`src/rtl/acc_alu_pkg.sv`:
```
package acc_alu_pkg;
  parameter int unsigned DW = 8;
  parameter int unsigned PW = 2 * DW;
  parameter int unsigned NF = 5;

  typedef enum logic [3:0] {
    OP_ADD = 4'd0,  OP_ADC = 4'd1,  OP_SUB = 4'd2,  OP_SBB = 4'd3,
    OP_AND = 4'd4,  OP_XOR = 4'd5,  OP_OR  = 4'd6,  OP_CMP = 4'd7,
    OP_RLC = 4'd8,  OP_RRC = 4'd9,  OP_RAL = 4'd10, OP_RAR = 4'd11,
    OP_CMA = 4'd12, OP_INR = 4'd13, OP_DCR = 4'd14, OP_DAD = 4'd15
  } alu_op_e;

  // index into the internal flag vector
  localparam int FI_CY = 0;
  localparam int FI_P  = 1;
  localparam int FI_AC = 2;
  localparam int FI_Z  = 3;
  localparam int FI_S  = 4;

  // bit positions in the visible flag byte
  localparam int FB_CY  = 0;
  localparam int FB_ONE = 1;
  localparam int FB_P   = 2;
  localparam int FB_AC  = 4;
  localparam int FB_Z   = 6;
  localparam int FB_S   = 7;
endpackage

```
`src/rtl/alu_addsub.sv`:
```
module alu_addsub #(
  parameter int unsigned W  = 8,
  parameter int unsigned HB = 4
) (
  input  logic [W-1:0] a_i,
  input  logic [W-1:0] b_i,
  input  logic         cin_i,
  input  logic         sub_i,
  output logic [W-1:0] sum_o,
  output logic         cout_o,
  output logic         hc_o
);
  logic [W-1:0] b_x;
  logic         c_x;
  logic [W:0]   full;
  logic [HB:0]  half;

  // subtract as a + ~b + ~borrow; carries invert into borrows
  always_comb begin
    b_x    = sub_i ? ~b_i : b_i;
    c_x    = sub_i ? ~cin_i : cin_i;
    full   = {1'b0, a_i} + {1'b0, b_x} + {{W{1'b0}}, c_x};
    half   = {1'b0, a_i[HB-1:0]} + {1'b0, b_x[HB-1:0]} + {{HB{1'b0}}, c_x};
    sum_o  = full[W-1:0];
    cout_o = sub_i ? ~full[W] : full[W];
    hc_o   = sub_i ? ~half[HB] : half[HB];
  end
endmodule

```
`src/rtl/alu_pair_add.sv`:
```
module alu_pair_add #(
  parameter int unsigned W = 16
) (
  input  logic [W-1:0] a_i,
  input  logic [W-1:0] b_i,
  output logic [W-1:0] sum_o,
  output logic         cout_o
);
  logic [W:0] full;
  assign full   = {1'b0, a_i} + {1'b0, b_i};
  assign sum_o  = full[W-1:0];
  assign cout_o = full[W];
endmodule

```
`src/rtl/alu_flag_file.sv`:
```
module alu_flag_file #(
  parameter int unsigned  NF    = 5,
  parameter logic [NF-1:0] RST_V = '0
) (
  input  logic          clk_i,
  input  logic          rst_ni,
  input  logic [NF-1:0] upd_i,
  input  logic [NF-1:0] nxt_i,
  output logic [NF-1:0] q_o
);
  for (genvar g = 0; g < NF; g++) begin : g_flag
    always_ff @(posedge clk_i or negedge rst_ni) begin
      if (!rst_ni)       q_o[g] <= RST_V[g];
      else if (upd_i[g]) q_o[g] <= nxt_i[g];
    end
  end
endmodule

```
`src/rtl/acc_alu.sv`:
```
module acc_alu
  import acc_alu_pkg::*;
(
  input  logic          clk_i,
  input  logic          rst_ni,
  input  logic          valid_i,
  input  logic [3:0]    op_i,
  input  logic [DW-1:0] acc_i,
  input  logic [DW-1:0] opnd_i,
  input  logic          carry_i,
  input  logic [PW-1:0] pair_i,
  input  logic [PW-1:0] hl_i,
  output logic [DW-1:0] result_o,
  output logic          acc_we_o,
  output logic          dst_we_o,
  output logic [PW-1:0] hl_o,
  output logic          hl_we_o,
  output logic [7:0]    flags_o
);
  localparam logic [NF-1:0] ALL_F = '1;
  localparam logic [NF-1:0] CY_F  = NF'(1) << FI_CY;

  alu_op_e       op;
  logic [DW-1:0] as_a, as_b, as_sum;
  logic          as_cin, as_sub, as_cout, as_hc;
  logic          pr_cout;
  logic [DW-1:0] res;
  logic [NF-1:0] upd, nxt, fq;
  logic          acc_we_d, dst_we_d, hl_we_d;
  logic          cy_n, ac_n;

  assign op = alu_op_e'(op_i);

  alu_addsub #(.W(DW), .HB(4)) u_addsub (
    .a_i(as_a), .b_i(as_b), .cin_i(as_cin), .sub_i(as_sub),
    .sum_o(as_sum), .cout_o(as_cout), .hc_o(as_hc)
  );

  alu_pair_add #(.W(PW)) u_pair (
    .a_i(hl_i), .b_i(pair_i), .sum_o(hl_o), .cout_o(pr_cout)
  );

  always_comb begin
    as_a     = acc_i;
    as_b     = opnd_i;
    as_cin   = 1'b0;
    as_sub   = 1'b0;
    res      = as_sum;
    cy_n     = as_cout;
    ac_n     = as_hc;
    upd      = '0;
    acc_we_d = 1'b0;
    dst_we_d = 1'b0;
    hl_we_d  = 1'b0;
    unique case (op)
      OP_ADD, OP_ADC: begin
        as_cin = (op == OP_ADC) & carry_i;
        upd = ALL_F; acc_we_d = 1'b1;
      end
      OP_SUB, OP_SBB, OP_CMP: begin
        as_sub = 1'b1;
        as_cin = (op == OP_SBB) & carry_i;
        upd = ALL_F; acc_we_d = (op != OP_CMP);
      end
      OP_AND, OP_XOR, OP_OR: begin
        res  = (op == OP_AND) ? (acc_i & opnd_i) :
               (op == OP_XOR) ? (acc_i ^ opnd_i) : (acc_i | opnd_i);
        cy_n = 1'b0; ac_n = 1'b0;
        upd = ALL_F; acc_we_d = 1'b1;
      end
      OP_RLC, OP_RAL: begin
        res  = {acc_i[DW-2:0], (op == OP_RLC) ? acc_i[DW-1] : carry_i};
        cy_n = acc_i[DW-1];
        upd = CY_F; acc_we_d = 1'b1;
      end
      OP_RRC, OP_RAR: begin
        res  = {(op == OP_RRC) ? acc_i[0] : carry_i, acc_i[DW-1:1]};
        cy_n = acc_i[0];
        upd = CY_F; acc_we_d = 1'b1;
      end
      OP_CMA: begin
        res = ~acc_i;
        acc_we_d = 1'b1;
      end
      OP_INR, OP_DCR: begin
        as_a   = opnd_i;
        as_b   = DW'(1);
        as_sub = (op == OP_DCR);
        upd = ALL_F & ~CY_F; dst_we_d = 1'b1;
      end
      OP_DAD: begin
        res  = '0;
        cy_n = pr_cout;
        upd = CY_F; hl_we_d = 1'b1;
      end
      default: ;
    endcase
  end

  always_comb begin
    nxt        = '0;
    nxt[FI_CY] = cy_n;
    nxt[FI_AC] = ac_n;
    nxt[FI_Z]  = (res == '0);
    nxt[FI_S]  = res[DW-1];
    nxt[FI_P]  = ~^res;
  end

  alu_flag_file #(.NF(NF), .RST_V('0)) u_flags (
    .clk_i(clk_i), .rst_ni(rst_ni),
    .upd_i(upd & {NF{valid_i}}), .nxt_i(nxt), .q_o(fq)
  );

  always_comb begin
    flags_o         = '0;
    flags_o[FB_ONE] = 1'b1;
    flags_o[FB_CY]  = fq[FI_CY];
    flags_o[FB_P]   = fq[FI_P];
    flags_o[FB_AC]  = fq[FI_AC];
    flags_o[FB_Z]   = fq[FI_Z];
    flags_o[FB_S]   = fq[FI_S];
  end

  assign result_o = res;
  assign acc_we_o = valid_i & acc_we_d;
  assign dst_we_o = valid_i & dst_we_d;
  assign hl_we_o  = valid_i & hl_we_d;
endmodule

```
`config.mk`:
```
export PLATFORM = sky130hd
export DESIGN_NAME = acc_alu
export DESIGN_NICKNAME = d
export VERILOG_FILES = /design/src/rtl/acc_alu_pkg.sv /design/src/rtl/alu_addsub.sv /design/src/rtl/alu_pair_add.sv /design/src/rtl/alu_flag_file.sv /design/src/rtl/acc_alu.sv
export SDC_FILE = /design/constraint.sdc
export NUM_CORES = 1
export LEC_CHECK = 0
export ABC_AREA = 1
export BUFFER_PORTS_ARGS = -buffer_cell sky130_fd_sc_hd__buf_2
export CORE_MARGIN = 1
export CORE_UTILIZATION = 35
export DETAILED_ROUTE_END_ITERATION = 7
export PLACE_DENSITY = 0.58
export SYNTH_ARGS = -nofsm -noshare
export SYNTH_HDL_FRONTEND = slang
export SYNTH_SLANG_ARGS = --single-unit
```
`constraint.sdc`:
```
create_clock -name clk_i -period 9.55 [get_ports clk_i]
set_input_delay 1.91 -clock clk_i [delete_from_list [all_inputs] [get_ports clk_i]]
set_output_delay 1.91 -clock clk_i [all_outputs]
set_load 0.02 [all_outputs]
```
==> impl_results.md, run 1 <==
* Status: finished, final reports clean
* Worst path required time at 7.64 ns
* Syn Inst Count at 460
* Critical path launch point type: primary input
* RSZ-0062 raised after global routing: false
* First-pass GRT wire length at 12.4 mm
* Tot GR Track Use at 19.5%
* Final std cells w/o fill at 642
* Antenna cells at 0
* Clock Sinks at 5
* Share of cells above drive strength 1 at 20.4%
* Syn-to-layout area delta at 20.4%
* H-tree depth at 1
* Clk slew on worst S/H paths at 0.04 ns
* CTS tree: done
* Largest net degree at the start of global routing at 28
* Max Clock Freq at 154 MHz
* Setup TNS at 0 ns
* Die area at 0.00803 mm^2
* Pleak at 1.96 nW
* GR Overflow Total at 0
* Avg Cell Area, Syn at 5.84 um^2
* Tmin final at 6.49 ns
* DP HPWL at 6.74 mm
* Worst slack, placed at 3.10 ns
* Part of the power in the clock network at 12.0%
* Worst EP arrival at 4.58 ns
* Net Sw Frac at 54.1%
* Final ANT Viol Nets at 0
* Sequential share of the synthesized area at 4.66%
* Top cells by area, synth: ha_1, nand2_1, inv_1
* Starting Density at 36.6%
* Row count at 31
* Worst setup margin at 3.06 ns
* IO Count at 91
* Post-synthesis cell type count at 40
* Post-synth top area cell: ha_1
* Antenna violations before repair at 0
* Crit end category: output port
* Top reg by flops: u_flags.q_o
* Setup Crit Path Kind: primary input to output port
* Residual DRC at 0
* GP Congestion at 0.858
* Yosys warns at 0
* Vias at 3115
* Vias in the first global route at 2709
* Comb pwr share at 79.4%
* Hold buffer count at CTS at 0
* Die H at 89.6 um
* Root Buffer: clkbuf_8
* Mapped cell area at 0.00269 mm^2
* Post-CTS sizing at 0
* Largest registers: u_flags.q_o x5
* DRT Wirelength at 7.75 mm
* Nets@finish at 646
* Max-cap violations at 0
* Period utilization at 68.0%
* Clk_skew at 0 ns
* Port bufs at 87
* WL per Instance at 12.1 um
* Crit Path Max Fanout at 27
* Yosys top cell area share at 20.0%
* TritonRoute pass-1 iters at 5
* Initial drt markers at 134
* Die X at 89.6 um
* Worst skew pair latency at 0.22 ns
* Max VDD drop at 39.8 uV
* Fin. max-slew vios at 0
* WHS at 0.476 ns
* Post-CTS Setup Inserts at 0
* Largest register FFs at 5
* TritonCTS Buffers at 3
* Internal power at 0.155 mW
* Final Util at 44.1%
* Vias per cell at 4.85
* Hold Vio Cnt, Final at 0
* # setup viols final at 0
* Cell Pwr Density at 104 mW/mm^2
* Placed Cells at 638
* Core Area at 0.00733 mm^2
* Worst Hold Class: flip-flop to flip-flop
* Flops & latches, synth at 5
* Seq pwr share at 8.7%
* Clock Tree Buf Depth at 2
* P_sw at 0.182 mW
power by group through the flow:
| stage | sequential, mW | clock (mW) | combinational (mW) |
|---|---|---|---|
| after floorplan | 0.0357 | 0 | 0.186 |
| after global placement | 0.0293 | 0 | 0.267 |
| after detailed placement | 0.0294 | 0 | 0.268 |
| after CTS | 0.0292 | 0.0399 | 0.269 |
| after global routing | 0.0295 | 0.0424 | 0.301 |
| final | 0.0291 | 0.0402 | 0.267 |
synth_stat cells:
cell type  number
a21oi_4         1
clkbuf_1        1
ha_1           43
clkbuf_2        1
dfrtp_1         5
buf_6           1
o211ai_1        6
nand2_2         4
nand3b_1        2
buf_4           4
a31oi_1         1
o22ai_1         6
xor2_1         16
o21bai_1        1
a21oi_1        33
nand2_4         1
clkinv_2        1
o21ai_2         1
a21o_1          1
fa_1            3
inv_1          76
o21a_1          1
o2111a_1        1
nand3_1        20
buf_2           2
nand3_4         1
nor2_8          1
o21ai_0        21
conb_1          2
nand3_2         1
nor2_2          3
nor2_4          2
nand4_1         7
inv_2           5
nor3_1          3
nand2_1       130
o21ai_1         6
nor2_1         38
or2_0           1
xnor2_1         7
layout by cell type, fill, tap and decap left out:
cell type	n
o2111a_1	1
a21oi_4	1
a21o_1	1
o21ai_2	1
ha_1	43
a31oi_1	1
nor2_2	3
xnor2_1	7
nand2_4	1
clkbuf_8	3
o21a_1	1
nand3_4	1
nand3_1	20
clkinv_2	1
inv_1	76
nand2_2	4
o211ai_1	6
buf_2	87
nand3_2	1
fa_1	3
nand4_1	7
nand3b_1	2
or2_0	1
nand2_1	130
inv_2	5
conb_1	3
a21oi_1	33
o21bai_1	1
o21ai_0	21
nor2_1	38
nor2_8	1
xor2_1	16
o21ai_1	6
dfrtp_1	5
nor3_1	3
nor2_4	2
clkbuf_1	1
o22ai_1	6
cell families after synthesis:
family	after synthesis	synth area share [%]
and+or+nand+nor	214	34.9
buffers and inverters	91	13.7
AOI/OAI and AO/OA	79	16.7
adders and majority gates	46	22.3
xor gates and xnor gates	23	7.50
DFF	5	4.66
other	2	0.280
area by class of cell:
type | count | area, um^2
Clock buffer | 4 | 45.0
Fill cell | 802 | 4100
Inverter | 82 | 309
Multi-Input combinational cell | 365 | 2190
Sequential cell | 5 | 125
Tap cell | 99 | 124
Timing Repair Buffer | 87 | 435
worst paths after layout:
check | from | to | slack, ns | cells past startpoint
worst max-delay path | op_i[0] | result_o[6] | 3.06 | 16
worst min-delay path | u_flags.q_o[4] | u_flags.q_o[4] | 0.48 | 2
worst max register to register | u_flags.q_o[0] | u_flags.q_o[0] | 8.88 | 4
worst min register to register | u_flags.q_o[4] | u_flags.q_o[4] | 0.48 | 2
max in group asynchronous | rst_ni | u_flags.q_o[3] | 7.93 | 1
min in group asynchronous | rst_ni | u_flags.q_o[4] | 1.49 | 1
layer usage:
metal	vias up	track usage, %	part of all wire [%]
li1	1627	-	-
met1	1372	28.0	48
met2	105	32.5	46
met3	11	0.640	4.9
met4	0	3.75	1.3
met5	-	0	0
stage by stage:
stage | power, mW | cell area, um^2
3_5_place_dp | 0.297 | 3190
3_3_place_gp | 0.297 | 3190
5_1_grt | 0.373 | 3230
4_1_cts | 0.338 | 3230
6_report | 0.336 | 3230
2_1_floorplan | 0.222 | 2690
critical path, stage by stage:
cell	delay [ns]
buf_2	0.19
nor2_2	0.09
inv_2	0.17
nand3_4	0.27
o21ai_0	0.33
fa_1	0.25
inv_1	0.06
fa_1	0.39
inv_1	0.07
nand3_1	0.06
nand2_1	0.21
a21oi_1	0.13
nand2_1	0.07
nand2_1	0.05
o21ai_2	0.14
buf_2	0.18
Note: power is estimated with default switching activity, not from simulation.
==> inputs of run 2 (changes only) <==
Clock period 9.55 ns to 6.8 ns, I/O delays scaled along.
==> impl_results.md, run 2 (same netlist as run 1, synthesis figures left out) <==
* IO Count at 91 (unchanged)
* GP Congestion at 0.858 (about the same)
* Worst Hold Class: flip-flop to flip-flop (unchanged)
* Clock Tree Buf Depth at 2 (unchanged)
* Hold Vio Cnt, Final at 0 (unchanged)
* Worst path required time at 5.44 ns (was 7.64 ns)
* CP max stage cell: fa_1 (unchanged)
* Worst path cell trace: buf_2 -> nor2_2 -> inv_2 -> nand3_4 -> o21ai_0 -> fa_1 -> inv_1 -> fa_1 -> inv_1 -> nand3_1 -> nand2_1 -> a21oi_1 -> nand2_1 -> nand2_1 -> o21ai_2 -> buf_2 (unchanged)
* Tmin final at 5.36 ns
* Worst setup margin at 1.44 ns (was 3.06 ns)
* Core Area at 0.00733 mm^2 (unchanged)
* Syn-to-layout area delta at 20.4% (unchanged)
* Reg-to-Reg Start: u_flags.q_o[0] (unchanged)
* Initial drt markers at 176 (was 134)
* # setup viols final at 0 (unchanged)
* Final Util at 44.1% (unchanged)
* H-tree depth at 1 (unchanged)
* Critical path launch point type: primary input (unchanged)
* Row count at 31 (unchanged)
* Worst reg2reg path depth at 4 (unchanged)
* Residual DRC at 0 (unchanged)
* Max Clock Freq at 187 MHz
* Sequential cell area at 125 um^2 (unchanged)
* Worst path max stage delay at 0.39 ns (about the same)
* Period utilization at 78.8%
* WL per Instance at 12.1 um (about the same)
* Cell family with most CP delay: simple AND/OR/NAND/NOR gates (unchanged)
* Root Buffer: clkbuf_8 (unchanged)
* Hold path start: u_flags.q_o[4] (unchanged)
* Tot GR Track Use at 20.1% (was 19.5%)
* Antenna violations before repair at 0 (unchanged)
* R2r endpoint: u_flags.q_o[0] (unchanged)
* Worst setup path startpoint: op_i[0] (unchanged)
* Vias at 3116 (was 3115)
* Largest registers: u_flags.q_o x5 (unchanged)
* Share of cells above drive strength 1 at 20.4% (unchanged)
* Nets@finish at 646 (unchanged)
* DP HPWL at 6.84 mm (was 6.74 mm)
* Post-CTS Setup Inserts at 0 (unchanged)
* Setup TNS at 0 ns (unchanged)
* Hold Path End: u_flags.q_o[4] (unchanged)
* Area of the multi-input gates at 0.00219 mm^2 (unchanged)
* Pleak at 1.96 nW (unchanged)
* Antenna cells at 0 (unchanged)
* Max-cap violations at 0 (unchanged)
* RSZ-0062 raised after global routing: false (unchanged)
* Most common cell after layout, fill and taps aside: nand2_1 (unchanged)
* Status: finished, final reports clean (unchanged)
* R2r setup slk at 6.13 ns (was 8.88 ns)
* Clk slew on worst S/H paths at 0.04 ns (about the same)
* Vias per cell at 4.85 (about the same)
* Fin. max-slew vios at 0 (unchanged)
* Final ANT Viol Nets at 0 (unchanged)
* Fillcell total at 814 (was 802)
* Hold buffer count at CTS at 0 (unchanged)
* Cell Pwr Density at 146 mW/mm^2 (was 104 mW/mm^2)
* DRT Wirelength at 7.80 mm (was 7.75 mm)
* Top reg by flops: u_flags.q_o (unchanged)
* Worst skew pair latency at 0.21 ns (was 0.22 ns)
* Crit path top cell by count: nand2_1 (unchanged)
* Buf+Inv Stages, Crit Path at 5 (unchanged)
* Cells on Worst Hold Path at 2 (unchanged)
* CTS tree: done (unchanged)
* Vias in the first global route at 2807 (was 2709)
* TritonCTS Buffers at 3 (unchanged)
* GR Overflow Total at 0 (unchanged)
* Crit Path Max Fanout at 27 (unchanged)
* First-pass GRT wire length at 12.9 mm (was 12.4 mm)
* Post-CTS sizing at 0 (unchanged)
* Crit end category: output port (unchanged)
* Largest net degree at the start of global routing at 28 (unchanged)
* Clk_skew at 0 ns (unchanged)
* Die H at 89.6 um (unchanged)
* Clock Sinks at 5 (unchanged)
* TritonRoute pass-1 iters at 5 (unchanged)
* Largest register FFs at 5 (unchanged)
* Most frequent cells in the layout: nand2_1, buf_2, inv_1 (unchanged)
* Worst EP arrival at 4.00 ns (was 4.58 ns)
* Worst slack, placed at 1.45 ns (was 3.10 ns)
* Port bufs at 87 (unchanged)
* Max VDD drop at 81.9 uV (was 39.8 uV)
* Setup Crit Path Kind: primary input to output port (unchanged)
* Die X at 89.6 um (unchanged)
* Die area at 0.00803 mm^2 (unchanged)
* Starting Density at 36.6% (unchanged)
-- run 2: cell counts in the layout (fill, tap and decap cells not counted) --
No cell type changed its count.
-- run 2: worst reg2reg max path: cells and delay by family (launching register included) --
| kind | cells | cell delay (ns) |
|---|---|---|
| and+or+nand+nor | 2 | 0.11 |
| DFF | 1 | 0.36 |
| buffers and inverters | 2 | 0.08 |
-- run 2: layout make-up --
| type | instances | area share, % |
|---|---|---|
| inverter | 82 | 9.56 |
| timing repair buffer | 87 | 13.5 |
| sequential | 5 | 3.87 |
| multi-input combinational | 365 | 67.9 |
| tap | 99 | 3.83 |
| clock buffer | 4 | 1.39 |
-- run 2: power breakdown --
part           switching [mW]  total (mW)  internal (mW)  leakage [nW]
logic                   0.238       0.378          0.140          1.87
registers             0.00340      0.0406         0.0372        0.0629
clock network          0.0135      0.0537         0.0402        0.0228
total                   0.255       0.472          0.217          1.96
-- run 2: worst max path at each step --
stage	cells after the start	endpoint	slack (ns)
after floorplan	15	result_o[6]	1.75
after global placement	16	result_o[6]	1.51
after detailed placement	19	result_o[6]	1.45
after CTS	19	result_o[6]	1.44
after global routing	16	result_o[6]	1.22
final	16	result_o[6]	1.44
-- run 2: stage by stage --
stage | instance area (um^2) | total power [mW] | hold WS [ns] | cells
after CTS | 3230 | 0.474 | 0.471 | 642
after floorplan | 2690 | 0.312 | 0.591 | 461
after detailed placement | 3190 | 0.419 | 0.461 | 638
after global placement | 3190 | 0.417 | 0.461 | 638
after global routing | 3230 | 0.523 | 0.502 | 642
final | 3230 | 0.472 | 0.469 | 642
-- run 2: metal layers --
metal	wire (um)	track usage (%)	vias up
met1	3680	29.1	1371
met2	3560	33.4	101
met3	455	1.01	10
li1	-	-	1634
met5	0	0	-
met4	100	3.03	0
==> inputs of run 3 (changes only) <==
Settings changed: ABC_AREA 1 to 0, PLACE_DENSITY 0.58 to 0.6.
Clock period 6.8 ns to 4.7 ns, I/O delays scaled along.
==> impl_results.md, run 3 <==
* Die area at 0.00806 mm^2 (was 0.00803 mm^2)
* Row count at 31 (unchanged)
* Initial drt markers at 109 (was 176)
* Most frequent cell after synthesis: nand2_1 (unchanged)
* Max Clock Freq at 221 MHz
* Setup Crit Path Kind: primary input to output port (unchanged)
* Post-synthesis cell type count at 59 (was 40)
* M2 GR Usage at 32.0% (was 33.4%)
* Vias at 2951 (was 3116)
* DP HPWL at 6.03 mm (was 6.84 mm)
* Avg Cell Area, Syn at 7.02 um^2 (was 5.84 um^2)
* Vias in the first global route at 2746 (was 2807)
* Flops & latches, synth at 5 (unchanged)
* Clock Tree Buf Depth at 2 (unchanged)
* Most used DFF post-synth: dfrtp_1 (unchanged)
* Hold buffer count at CTS at 0 (unchanged)
* Fillcell total at 803 (was 814)
* TritonCTS Buffers at 3 (unchanged)
* Largest registers: u_flags.q_o x5 (unchanged)
* Port bufs at 87 (unchanged)
* GR Overflow Total at 0 (unchanged)
* Tot GR Track Use at 18.1% (was 20.1%)
* Die X at 89.8 um (was 89.6 um)
* Worst path max stage delay at 0.41 ns (was 0.39 ns)
* Die H at 89.8 um (was 89.6 um)
* Worst Hold Class: flip-flop to flip-flop (unchanged)
* Area of the multi-input gates at 0.00232 mm^2 (was 0.00219 mm^2)
* Starting Density at 36.8% (was 36.6%)
* H-tree depth at 1 (unchanged)
* Sequential cell area at 125 um^2 (unchanged)
* GP Congestion at 0.886 (was 0.858)
* Setup TNS at 0 ns (unchanged)
* Cell family with most CP delay: compound AO/OA/AOI/OAI gates (was simple AND/OR/NAND/NOR gates)
* Buf+Inv Stages, Crit Path at 3 (was 5)
* Crit path top cell by count: buf_2 (was nand2_1)
* Syn-to-layout area delta at 23.8% (was 20.4%)
* Post-synth top area cell: ha_1 (unchanged)
* First-pass GRT wire length at 12.5 mm (was 12.9 mm)
* WL per Instance at 13.0 um (was 12.1 um)
* Mapped cell area at 0.00270 mm^2 (was 0.00269 mm^2)
* Yosys warns at 0 (unchanged)
* Post-synth EDFFs at 0 (unchanged)
* Tmin final at 4.52 ns
* Worst path required time at 3.76 ns (was 5.44 ns)
* Top reg by flops: u_flags.q_o (unchanged)
* Most common cell after layout, fill and taps aside: buf_2 (was nand2_1)
* Yosys top cell area share at 20.0% (about the same)
* Period utilization at 96.3%
* Max VDD drop at 145 uV (was 81.9 uV)
* Most frequent cells in the layout: buf_2, nand2_1, ha_1 (was nand2_1, buf_2, inv_1)
* Residual DRC at 0 (unchanged)
* Root Buffer: clkbuf_8 (unchanged)
* DRT Wirelength at 7.43 mm (was 7.80 mm)
* Relative slew margins at 38.2%
* Slew @ Worst Pin at 0.925 ns
* Fin. max-slew vios at 0 (unchanged)
* Crit end category: output port (unchanged)
* Top cells by count, synth: nand2_1, ha_1, inv_1 (was nand2_1, inv_1, ha_1)
* TritonRoute pass-1 iters at 4 (was 5)
* Syn Inst Count at 384 (was 460)
* Top cells by area, synth: ha_1, nand2_1, o21ai_0 (was ha_1, nand2_1, inv_1)
* Status: finished, final reports clean (unchanged)
* GRT Max-Usage Layer: met2 (unchanged)
* CTS tree: done (unchanged)
* Final ANT Viol Nets at 0 (unchanged)
* Antenna cells at 0 (unchanged)
* Hold Vio Cnt, Final at 0 (unchanged)
* Max-cap violations at 0 (unchanged)
* Core Area at 0.00733 mm^2 (unchanged)
* Cell Pwr Density at 216 mW/mm^2 (was 146 mW/mm^2)
* Vias per cell at 5.15 (was 4.85)
* Nets@finish at 577 (was 646)
* Pleak at 1.70 nW (was 1.96 nW)
* CP max stage cell: fa_1 (unchanged)
* # setup viols final at 0 (unchanged)
* Worst path cell trace: buf_2 -> xor2_2 -> nor2b_4 -> o21ai_0 -> fa_2 -> inv_1 -> fa_1 -> nor2b_1 -> o211ai_1 -> nand2_1 -> a21oi_1 -> xnor2_1 -> a221o_1 -> buf_2 (was buf_2 -> nor2_2 -> inv_2 -> nand3_4 -> o21ai_0 -> fa_1 -> inv_1 -> fa_1 -> inv_1 -> nand3_1 -> nand2_1 -> a21oi_1 -> nand2_1 -> nand2_1 -> o21ai_2 -> buf_2)
* Antenna violations before repair at 0 (unchanged)
* Worst skew pair latency at 0.22 ns (was 0.21 ns)
* Clock Sinks at 5 (unchanged)
* GRT met3 Usage at 1.61% (was 1.01%)
* Largest register FFs at 5 (unchanged)
* RSZ-0062 raised after global routing: false (unchanged)
* Synth async-reset ratio at 100% (unchanged)
* Sequential share of the synthesized area at 4.64% (was 4.66%)
* M1 GR Usage at 24.2% (was 29.1%)
* IO Count at 91 (unchanged)
* Critical path launch point type: primary input (unchanged)
* Clk_skew at 0 ns (unchanged)
* Crit Path Max Fanout at 5 (was 27)
* Largest net degree at the start of global routing at 30 (was 28)
* Clk slew on worst S/H paths at 0.03 ns (was 0.04 ns)
* Worst EP arrival at 3.58 ns (was 4.00 ns)
* Share of cells above drive strength 1 at 26.4% (was 20.4%)
* Total power at 0.722 mW (was 0.472 mW)
[run 3: final timing paths]
| kind | start | end | slack [ns] | cells after the start |
|---|---|---|---|---|
| min in group asynchronous | rst_ni | u_flags.q_o[3] | 0.53 | 1 |
| max reg2reg | u_flags.q_o[0] | u_flags.q_o[0] | 3.92 | 3 |
| min | u_flags.q_o[2] | u_flags.q_o[2] | 0.47 | 1 |
| max | op_i[0] | result_o[6] | 0.18 | 14 |
| max in group asynchronous | rst_ni | u_flags.q_o[2] | 4.04 | 1 |
| min reg2reg | u_flags.q_o[2] | u_flags.q_o[2] | 0.47 | 1 |
[run 3: timing repair]
item | CTS | global route
buffers inserted | 0 | 3
endpoints found under the setup margin | 0 | 3
resized for setup | 0 | 11
[run 3: stage by stage]
stage          instances  hold slack (ns)  worst slack (ns)  instance area (um^2)  util [%]
2_1_floorplan        385            0.585            0.0490                  2700         -
3_3_place_gp         566            0.464             0.159                  3230      44.1
3_5_place_dp         566            0.471            0.0413                  3230      44.1
4_1_cts              570            0.484            0.0149                  3270      44.7
5_1_grt              573            0.493           0.00244                  3340      45.5
6_report             573            0.473             0.176                  3340      45.5
[run 3: cell type report]
cell class / count / share of cell area [%]
clock buffers: 4 / 1.35
flip-flops and latches: 5 / 3.75
multi-input cells: 321 / 69.5
well taps: 99 / 3.71
inverters: 38 / 4.28
repair buffers: 106 / 17.4
[run 3: metal layers]
| metal | routed length (um) | vias to the layer above |
|---|---|---|
| li1 | - | 1530 |
| met2 | 3450 | 77 |
| met3 | 361 | 4 |
| met1 | 3600 | 1340 |
| met4 | 17 | 0 |
| met5 | 0 | - |
[run 3: cells by family (layout without fill, tap and decap cells)]
group	after synthesis	after routing	synth area share [%]
compound gates	117	117	28.8
simple gates	115	115	19.5
buf+inv	59	148	10.8
fa+ha+maj	47	47	22.6
xor+xnor	26	26	8.45
mux	13	13	4.87
flops	5	5	4.64
other cells	2	3	0.279
[run 3: power breakdown]
group	internal (mW)	total (mW)	switching (mW)	leakage (nW)
registers	0.0544	0.0599	0.00556	0.0633
logic	0.248	0.583	0.336	1.62
clock network	0.0582	0.0787	0.0205	0.0228
[run 3: worst register-to-register path, stage by stage, from the launching register on]
cell and delay [ns]:
dfrtp_1 0.38, nor2_1 0.09, nor3_1 0.05, o2bb2ai_1 0.13
